$ cat src/rtl/epg_pkg.sv
package epg_pkg;
  typedef enum logic [1:0] {
    PH_IDLE = 2'd0,
    PH_LOW  = 2'd1,
    PH_GAP  = 2'd2
  } phase_e;
endpackage

$ cat src/rtl/epg_scale.sv
module epg_scale #(
  parameter int PWR_W  = 16,
  parameter int RATE_W = 8,
  localparam int PROD_W = PWR_W + RATE_W
) (
  input  logic [PWR_W-1:0]  power_i,
  input  logic [RATE_W-1:0] rate_i,
  output logic [PROD_W-1:0] prod_o,
  output logic              neg_o
);
  logic [PWR_W-1:0] mag;

  // two's complement magnitude; most negative code maps to 2^(PWR_W-1)
  always_comb begin
    neg_o  = power_i[PWR_W-1];
    mag    = neg_o ? (~power_i + PWR_W'(1)) : power_i;
    prod_o = PROD_W'(mag) * PROD_W'(rate_i);
  end
endmodule

$ cat src/rtl/epg_pulse_chan.sv
module epg_pulse_chan
  import epg_pkg::*;
#(
  parameter int ADD_W     = 28,
  parameter int ACC_W     = 20,
  parameter int PEND_W    = 8,
  parameter int PULSE_LEN = 4,
  parameter int GAP_LEN   = 2,
  localparam int SUM_W = ADD_W + 1,
  localparam int QW    = SUM_W - ACC_W,
  localparam int CW    = PEND_W + QW + 1,
  localparam int TW    = $clog2(PULSE_LEN + GAP_LEN + 1),
  localparam int RW    = $clog2(PULSE_LEN + GAP_LEN + 2) + 1
) (
  input  logic             clk_i,
  input  logic             rst_ni,
  input  logic             valid_i,
  input  logic [ADD_W-1:0] addend_i,
  output logic             out_no
);
  localparam logic [PEND_W-1:0] PEND_MAX = '1;

  logic [ACC_W-1:0]  acc_q, acc_d;
  logic [PEND_W-1:0] pend_q, pend_d;
  logic [SUM_W-1:0]  sum;
  logic [QW-1:0]     quanta;
  logic [CW-1:0]     pend_sum;
  logic              start;
  phase_e            phase_q;
  logic [TW-1:0]     tmr_q;

  always_comb begin
    sum      = SUM_W'(acc_q) + SUM_W'(addend_i);
    quanta   = valid_i ? sum[SUM_W-1:ACC_W] : '0;
    acc_d    = valid_i ? sum[ACC_W-1:0] : acc_q;
    start    = (phase_q == PH_IDLE) && (pend_q != '0);
    pend_sum = CW'(pend_q) + CW'(quanta) - CW'(start);
    pend_d   = (pend_sum > CW'(PEND_MAX)) ? PEND_MAX : pend_sum[PEND_W-1:0];
  end

  always_ff @(posedge clk_i or negedge rst_ni) begin
    if (!rst_ni) begin
      acc_q   <= '0;
      pend_q  <= '0;
      phase_q <= PH_IDLE;
      tmr_q   <= '0;
    end else begin
      acc_q  <= acc_d;
      pend_q <= pend_d;
      unique case (phase_q)
        PH_IDLE: if (start) begin
          phase_q <= PH_LOW;
          tmr_q   <= TW'(PULSE_LEN - 1);
        end
        PH_LOW: if (tmr_q == '0) begin
          phase_q <= PH_GAP;
          tmr_q   <= TW'(GAP_LEN - 1);
        end else tmr_q <= tmr_q - TW'(1);
        PH_GAP: if (tmr_q == '0) phase_q <= PH_IDLE;
                else tmr_q <= tmr_q - TW'(1);
        default: phase_q <= PH_IDLE;
      endcase
    end
  end

  assign out_no = (phase_q != PH_LOW);

  // run-length observers for the line
  logic [RW-1:0] low_run_q, high_run_q;
  always_ff @(posedge clk_i or negedge rst_ni) begin
    if (!rst_ni) begin
      low_run_q  <= '0;
      high_run_q <= RW'(GAP_LEN);
    end else if (!out_no) begin
      low_run_q  <= (low_run_q == '1) ? low_run_q : low_run_q + RW'(1);
      high_run_q <= '0;
    end else begin
      low_run_q  <= '0;
      high_run_q <= (high_run_q >= RW'(GAP_LEN)) ? high_run_q : high_run_q + RW'(1);
    end
  end

  AST_PULSE_WIDTH: assert property (@(posedge clk_i) disable iff (!rst_ni)
    $rose(out_no) |-> (low_run_q == RW'(PULSE_LEN)));
  AST_MIN_GAP: assert property (@(posedge clk_i) disable iff (!rst_ni)
    $fell(out_no) |-> (high_run_q >= RW'(GAP_LEN)));
  AST_ZERO_IDLE: assert property (@(posedge clk_i) disable iff (!rst_ni)
    (valid_i && addend_i == '0 && pend_q == '0 && phase_q == PH_IDLE) |=> out_no);
  AST_NO_BACKLOG_LOSS: assert property (@(posedge clk_i) disable iff (!rst_ni)
    (!valid_i && !start) |=> $stable(pend_q));
endmodule

$ cat src/rtl/energy_pulse_gen.sv
module energy_pulse_gen #(
  parameter int PWR_W     = 16,
  parameter int RATE_W    = 8,
  parameter int ACC_W     = 20,
  parameter int CAL_SHIFT = 4,
  parameter int PEND_W    = 8,
  parameter int PULSE_LEN = 4,
  parameter int GAP_LEN   = 2,
  localparam int PROD_W = PWR_W + RATE_W,
  localparam int ADD_W  = PROD_W + CAL_SHIFT
) (
  input  logic              clk_i,
  input  logic              rst_ni,
  input  logic              valid_i,
  input  logic [PWR_W-1:0]  power_i,
  input  logic [RATE_W-1:0] rate_i,
  output logic              pulse_no,
  output logic              neg_no,
  output logic              cal_no
);
  logic [PROD_W-1:0] prod;
  logic              neg_in;
  logic [1:0]        line_n;
  logic              sign_pend_q, sign_q;

  epg_scale #(.PWR_W(PWR_W), .RATE_W(RATE_W)) u_scale (
    .power_i(power_i), .rate_i(rate_i), .prod_o(prod), .neg_o(neg_in)
  );

  // channel 0: registration, channel 1: calibration (scaled up)
  for (genvar g = 0; g < 2; g++) begin : g_chan
    localparam int SH = (g == 0) ? 0 : CAL_SHIFT;
    logic [ADD_W-1:0] addend;
    assign addend = ADD_W'(prod) << SH;
    epg_pulse_chan #(
      .ADD_W(ADD_W), .ACC_W(ACC_W), .PEND_W(PEND_W),
      .PULSE_LEN(PULSE_LEN), .GAP_LEN(GAP_LEN)
    ) u_chan (
      .clk_i(clk_i), .rst_ni(rst_ni), .valid_i(valid_i),
      .addend_i(addend), .out_no(line_n[g])
    );
  end

  // sign follows the latest sample but only moves while the pulse line is high
  always_ff @(posedge clk_i or negedge rst_ni) begin
    if (!rst_ni) begin
      sign_pend_q <= 1'b0;
      sign_q      <= 1'b0;
    end else begin
      if (valid_i) sign_pend_q <= neg_in;
      if (line_n[0]) sign_q <= sign_pend_q;
    end
  end

  assign pulse_no = line_n[0];
  assign cal_no   = line_n[1];
  assign neg_no   = ~sign_q;

  AST_SIGN_HOLD: assert property (@(posedge clk_i) disable iff (!rst_ni)
    (!pulse_no && $past(!pulse_no)) |-> $stable(neg_no));
  AST_SIGN_FOLLOW: assert property (@(posedge clk_i) disable iff (!rst_ni)
    (valid_i && pulse_no) |=> ##1 (!pulse_no || (neg_no == !$past(neg_in, 2)) || $past(valid_i)));
endmodule

$ cat config.mk
export PLATFORM = sky130hd
export DESIGN_NAME = energy_pulse_gen
export DESIGN_NICKNAME = d
export VERILOG_FILES = /design/src/rtl/epg_pkg.sv /design/src/rtl/epg_scale.sv /design/src/rtl/epg_pulse_chan.sv /design/src/rtl/energy_pulse_gen.sv
export SDC_FILE = /design/constraint.sdc
export NUM_CORES = 1
export LEC_CHECK = 0
export BUFFER_PORTS_ARGS = -buffer_cell sky130_fd_sc_hd__buf_2
export CAP_MARGIN = 25
export CELL_PAD_IN_SITES_DETAIL_PLACEMENT = 1
export CELL_PAD_IN_SITES_GLOBAL_PLACEMENT = 1
export CORE_MARGIN = 3
export CORE_UTILIZATION = 55
export CTS_CLUSTER_SIZE = 24
export DETAILED_ROUTE_END_ITERATION = 7
export GPL_ROUTABILITY_DRIVEN = 0
export PLACE_DENSITY_LB_ADDON = 0.05
export SYNTH_ARGS = -nofsm -noshare
export SYNTH_HDL_FRONTEND = slang
export SYNTH_SLANG_ARGS = --single-unit
$ cat constraint.sdc
create_clock -name clk_i -period 7.85 [get_ports clk_i]
set_clock_uncertainty 0.1 [all_clocks]
set_input_delay 0 -clock clk_i [delete_from_list [all_inputs] [get_ports clk_i]]
set_output_delay 0 -clock clk_i [all_outputs]
set_load 0.01 [all_outputs]
==> metrics.yaml, run 1 <==
status: "aborted with a tool error"
lastStage: "clock tree synthesis"
tool.error: "[ERROR DPL-0033] detailed placement checks failed during check placement."
h-tree-depth: 3
cts_buffers: 9
synth_top_area_cell: "fa_1"
clock_path_buffers: 2
synth_enable_flop_cells: 0
initial_core_util_pct: 57.3
yosys_register_bits: 64
dieWidth_um: 142
async_flop_share_pct: 100
yosys_warnings: 0
cts_setup_buffers: 72
cts-root-buf: "clkbuf_16"
cts_sinks: 64
dp_cells: 1614
syn_inst: 1138
hpwl_um: 31700
synth_cell_types: 76
syn_area_per_cell_sq_um: 8.89
fp-row-count: 48
ys.flop_type: "dfrtp_1"
syn_area_sq_mm: 0.0101
ys_seq_area_share_pct: 15.8
synth_top_area_share_pct: 17.4
io-pin-count: 30
synth_nets: 1367
io_buffers: 29
die_height_um: 142
ctsHoldBuffers: 1
ctsResizeCount: 226
ys_top_cells_by_area: "fa_1 17%, dfrtp_1 16%, ha_1 14%"
synthesized netlist by cell type (15+ instances only):
library cell,instances
inv_1,125
ha_1,114
nor2b_1,96
fa_1,88
a21oi_1,72
nand2_1,66
dfrtp_1,64
nor2_1,53
xnor2_1,48
o21ai_0,40
xor2_1,37
mux2_2,32
nand3_1,30
a21o_1,29
and2_1,27
nand2b_1,27
clkbuf_1,15
cells by family after synthesis:
| family | count (synthesis) | share of synthesized area, % |
|---|---|---|
| muxes | 35 | 3.86 |
| and+or+nand+nor | 363 | 19.5 |
| buffers and inverters | 152 | 5.86 |
| AOI/OAI and AO/OA | 236 | 15.9 |
| xor gates and xnor gates | 86 | 7.52 |
| DFF | 64 | 15.8 |
| adders and majority gates | 202 | 31.5 |
per-stage QoR:
step,instance area (sq um),hold WS (ps),setup slack (ps)
3_5_place_dp,12400,157,-1440
2_1_floorplan,10300,-396,-501
3_3_place_gp,12400,150,-754
==> run 2, diff against run 1 <==
--- a/config.mk
+++ b/config.mk
@@ -7,14 +7,11 @@
 export LEC_CHECK = 0
 export BUFFER_PORTS_ARGS = -buffer_cell sky130_fd_sc_hd__buf_2
 export CAP_MARGIN = 25
-export CELL_PAD_IN_SITES_DETAIL_PLACEMENT = 1
-export CELL_PAD_IN_SITES_GLOBAL_PLACEMENT = 1
 export CORE_MARGIN = 3
-export CORE_UTILIZATION = 55
-export CTS_CLUSTER_SIZE = 24
+export CORE_UTILIZATION = 40
 export DETAILED_ROUTE_END_ITERATION = 7
 export GPL_ROUTABILITY_DRIVEN = 0
-export PLACE_DENSITY_LB_ADDON = 0.05
+export PLACE_DENSITY_LB_ADDON = 0.15
 export SYNTH_ARGS = -nofsm -noshare
 export SYNTH_HDL_FRONTEND = slang
 export SYNTH_SLANG_ARGS = --single-unit
==> run 2 against run 1 <==
  * Synthesized cell count stayed put
  * The flow now finishes, with violations (negative setup slack)
  * Synthesized area stayed put
==> metrics.yaml, run 2 <==
status: "finished, violations left"
violations: "negative setup slack"
worstSetupEndpointType: "flip-flop"
timing.final.ws_setup_ps: -201
cts-root-buf: "clkbuf_16"
worstSkewPairLatency_ps: 340
antenna_found_initial: 0
grt_max_degree: 65
critical_path_class: "input port to flip-flop"
wirelength_um: 25800
dp_cells: 1713
crit_arrival_ps: 8170
core-area_sq_mm: 0.0246
nNetsFinal: 1682
syn_area_sq_mm: 0.0101
multi_input_area_sq_mm: 0.00894
overflow: 0
final_cell_mix: "289 x buf_4, 115 x inv_1, 88 x ha_1"
rsz0062_at_grt: "true"
cts_sinks: 64
via_per_inst: 5.00
pre_cts_ws_ps: -815
postRouteAntennaNets: 0
setup_viol: 8
track_usage_pct: 19.3
avgRoutedWirePerCell_um: 14.5
final.period_utilization_pct: 103
path_max_fanout: 7
area_delta_synth_final_pct: 41.0
fp.dieArea_sq_mm: 0.0272
clock_path_buffers: 2
cts_tree: "built"
fp-row-count: 57
critPathSlowestCell: "fa_1"
muxShareOfSynthArea_pct: 3.86
drc_errors: 0
seq_area_sq_mm: 0.00160
largest-register: "g_chan.u_chan.acc_q"
synth_top_family_by_area: "adder cells"
period_needed_ps: 8050
synth-compound-area-share_pct: 15.9
io-pin-count: 30
drive_gt1_share_pct: 38.2
largest_reg_flops: 36
final_cell_count_no_fill: 1782
grt_pass1_wl_um: 43100
cts_buffers: 9
synthAdderAreaFrac_pct: 31.5
hold_viol: 0
start_kind: "input port"
reg_top3: "g_chan.u_chan.acc_q x36, g_chan.u_chan.pend_q x16, g_chan.u_chan.tmr_q x6"
syn_area_per_cell_sq_um: 8.89
synthSimpleGateAreaFrac_pct: 19.5
tns_ps: -1470
cpPeakStageDelay_ps: 520
synth_nets: 1367
tightest_slew_ps: 908
synth_enable_flop_cells: 0
die_height_um: 165
synth_cell_types: 76
fmax_mhz: 124
synth.most_common_cell: "inv_1"
first_pass_iters: 4
h-tree-depth: 3
yosys_warnings: 0
hpwl_um: 19900
slew_headroom_pct: 39.5
synth-xor-area-share_pct: 7.52
hp-class: "input port to flip-flop"
max-cap-violations: 0
final_common_cell: "buf_4"
yosys_register_bits: 64
initial_core_util_pct: 41.1
ys.flop_type: "dfrtp_1"
worstPathRequired_ps: 7970
path_clk_slew_ps: 50
vias: 8913
num_antenna_cells: 0
ys_seq_area_share_pct: 15.8
first_iter_violations: 268
dieWidth_um: 165
io_buffers: 29
synth_commonest_cells: "125 x inv_1, 114 x ha_1, 96 x nor2b_1, 88 x fa_1, 72 x a21oi_1"
fillers: 2148
grt_pass1_vias: 9175
async_flop_share_pct: 100
ys_top_cells_by_area: "fa_1 17%, dfrtp_1 16%, ha_1 14%"
synth_top_area_cell: "fa_1"
slew_viol_final: 0
syn_inst: 1138
synth_top_area_share_pct: 17.4
[run 2: cell counts after synthesis]
No cell type changed its count.
[run 2: worst paths after layout]
check | startpoint | endpoint | slack, ps | depth (start not counted)
min in group asynchronous | rst_ni | g_chan[1].u_chan.acc_q[9] | 300 | 3
max in group asynchronous | rst_ni | g_chan[0].u_chan.pend_q[7] | 6750 | 3
min reg2reg | g_chan[0].u_chan.acc_q[15] | g_chan[0].u_chan.acc_q[15] | 400 | 2
min | valid_i | g_chan[0].u_chan.acc_q[16] | 60 | 2
max reg2reg | g_chan[0].u_chan.acc_q[0] | g_chan[0].u_chan.pend_q[7] | 2460 | 24
max | power_i[4] | g_chan[0].u_chan.pend_q[7] | -200 | 40
[run 2: metrics by stage]
stage,area [sq um],hold WS (ps),utilization (%)
6_report,14300,55.9,58.0
5_1_grt,14300,93.8,58.0
4_1_cts,13800,44.4,56.0
3_5_place_dp,12600,189,51.1
3_3_place_gp,12600,180,51.1
2_1_floorplan,10300,-396,-
[run 2: cell type report]
cell class | instances | share of cell area [%]
Clock buffer | 11 | 1.70
Clock inverter | 5 | 0.728
Inverter | 125 | 3.31
Multi-Input combinational cell | 922 | 62.7
Sequential cell | 64 | 11.2
Tap cell | 324 | 2.84
Timing Repair Buffer | 331 | 17.5
[run 2: routing by layer]
metal / wire length, um / vias to the layer above / global-route usage [%]
met2: 13000 / 78 / 34.3
met5: 0 / - / 0
met1: 12100 / 4304 / 25.3
met3: 442 / 20 / 1.88
met4: 335 / 0 / 4.12
li1: - / 4511 / -
[run 2: what timing repair did]
action,4_1_cts,5_1_grt
hold buffers,1,0
buffers inserted,38,15
endpoints found under the setup margin,16,16
gates cloned,1,0
hold endpoints to repair,64,0
pin swaps,99,76
resized for setup,99,78
[run 2: worst max-delay path, delay by kind of cell]
| family | cells | cell delay [ps] |
|---|---|---|
| adders and majority gates | 8 | 3050 |
| xor gates and xnor gates | 4 | 600 |
| and+or+nand+nor | 13 | 1740 |
| AOI/OAI and AO/OA | 10 | 2190 |
| buffers and inverters | 5 | 560 |
[run 2: logic make-up after synthesis]
logic type,after synthesis
AND/OR/NAND/NOR,363
XOR/XNOR,86
flip-flops,64
buffers and inverters,152
multiplexers,35
adder cells (fa/ha/maj),202
AO/OA/AOI/OAI,236
Power of run 2 is not shown: default switching activity piles up to over one toggle a cycle in this logic, so the estimate is an artifact.
==> run 3, diff against run 2 <==
--- a/config.mk
+++ b/config.mk
@@ -9,6 +9,7 @@
 export CAP_MARGIN = 25
 export CORE_MARGIN = 3
 export CORE_UTILIZATION = 40
+export CTS_BUF_LIST = sky130_fd_sc_hd__clkbuf_2
 export DETAILED_ROUTE_END_ITERATION = 7
 export GPL_ROUTABILITY_DRIVEN = 0
 export PLACE_DENSITY_LB_ADDON = 0.15
==> run 3 against run 2 <==
  * The run now ends clean
  * Highest routed layer unchanged
  * Via count down 0.53%
  * Critical endpoint unchanged
  * Critical path type unchanged
  * Non-clock buffer count down 8
  * Sequential cell count unchanged
==> metrics.yaml, run 3 (same netlist as run 2, synthesis figures left out) <==
period_needed_ps: 7830
slew_headroom_pct: 38.9
drc_errors: 0
nNetsFinal: 1674
setup_viol: 0
clock_path_buffers: 2
start_kind: "input port"
reg_top3: "g_chan.u_chan.acc_q x36, g_chan.u_chan.pend_q x16, g_chan.u_chan.tmr_q x6"
io_buffers: 29
via_per_inst: 4.99
cts_sinks: 64
critPathSlowestCell: "fa_1"
final.period_utilization_pct: 99.7
hp-class: "input port to asynchronous set/reset pin"
final_cell_mix: "278 x buf_4, 119 x inv_1, 95 x ha_1"
rsz0062_at_grt: "true"
path_clk_slew_ps: 210
pre_cts_ws_ps: -815
hold_viol: 0
path_max_fanout: 7
fmax_mhz: 128
largest-register: "g_chan.u_chan.acc_q"
slew_viol_final: 0
r2r_end: "g_chan[0].u_chan.pend_q[7]"
ff2ff_setup_slack_ps: 2360
avgRoutedWirePerCell_um: 14.2
first_iter_violations: 218
h-tree-depth: 3
wirelength_um: 25300
io-pin-count: 30
worstSkewPairLatency_ps: 570
area_delta_synth_final_pct: 38.3
postRouteAntennaNets: 0
largest_reg_flops: 36
drive_gt1_share_pct: 36.6
reg2reg_depth: 24
grt_pass1_wl_um: 41200
fp-row-count: 57
critical_path_class: "input port to flip-flop"
cts_buffers: 9
core-area_sq_mm: 0.0246
antenna_found_initial: 1
r2r-start: "g_chan[0].u_chan.acc_q[0]"
cpPeakStageDelay_ps: 540
initial_core_util_pct: 41.1
worstPathRequired_ps: 8200
worstSetupEndpointType: "flip-flop"
post_dp_cell_area_sq_mm: 0.0126
grt_max_degree: 65
crit_arrival_ps: 8180
dieWidth_um: 165
cts_tree: "built"
hpwl_um: 19900
fin_area_sq_mm: 0.0140
final_common_cell: "buf_4"
status: "finished, final reports clean"
track_usage_pct: 18.4
timing.final.ws_setup_ps: 21.2
overflow: 0
cts-root-buf: "clkbuf_2"
tightest_slew_ps: 916
grt_pass1_vias: 8816
first_pass_iters: 5
max-cap-violations: 0
die_height_um: 165
crit_top_cell: "fa_1"
vias: 8866
fp.dieArea_sq_mm: 0.0272
-- run 3: how the worst max path moves through the flow --
| stage | from | to | slack (ps) |
|---|---|---|---|
| floorplan | power_i[0] | g_chan[0].u_chan.pend_q[4] | -500 |
| global placement | power_i[4] | g_chan[0].u_chan.pend_q[0] | -700 |
| detailed placement | power_i[4] | g_chan[0].u_chan.pend_q[5] | -810 |
| CTS | power_i[1] | g_chan[0].u_chan.pend_q[4] | 4 |
| global route | power_i[5] | g_chan[0].u_chan.pend_q[7] | -320 |
| finish | power_i[1] | g_chan[0].u_chan.pend_q[7] | 20 |
-- run 3: layout make-up --
| type | instances | area [sq um] |
|---|---|---|
| antenna | 1 | 2.50 |
| clock buffer | 10 | 50.0 |
| clock inverter | 6 | 108 |
| fill | 2164 | 10600 |
| inverter | 125 | 472 |
| multi-input combinational | 922 | 8900 |
| sequential | 64 | 1600 |
| tap | 324 | 405 |
| timing repair buffer | 323 | 2450 |
-- run 3: layer usage --
metal	vias to the layer above	wire length [um]	global-route usage [%]	share of wire [%]
li1	4505	-	-	-
met1	4256	12100	24.7	48
met2	80	12400	32.3	49
met3	25	393	1.66	1.6
met4	0	402	4.00	1.6
met5	-	0	0	0
-- run 3: what timing repair did --
item | in CTS | in global routing
hold buffers | 3 | 0
buffers inserted | 5 | 37
endpoints found under the setup margin | 16 | 16
hold endpoints to repair | 81 | 0
pin swaps | 8 | 110
gates cloned | 0 | 0
resized for setup | 14 | 160
-- run 3: per-stage QoR --
step	hold slack [ps]	utilization (%)	instances	TNS [ps]
2_1_floorplan	-396	-	1138	-3780
3_3_place_gp	180	51.1	1713	-9730
3_5_place_dp	189	51.1	1713	-12340
4_1_cts	6.46	52.4	1737	0
5_1_grt	45.6	56.9	1775	-3120
6_report	46.9	56.9	1775	0
-- run 3: worst max-delay path, delay by kind of cell --
| family | cells | cell delay [ps] |
|---|---|---|
| fa+ha+maj | 10 | 3510 |
| compound gates | 11 | 2150 |
| simple gates | 10 | 940 |
| buf+inv | 8 | 850 |
| xor+xnor | 4 | 690 |
Power of run 3 is left out for the same reason.
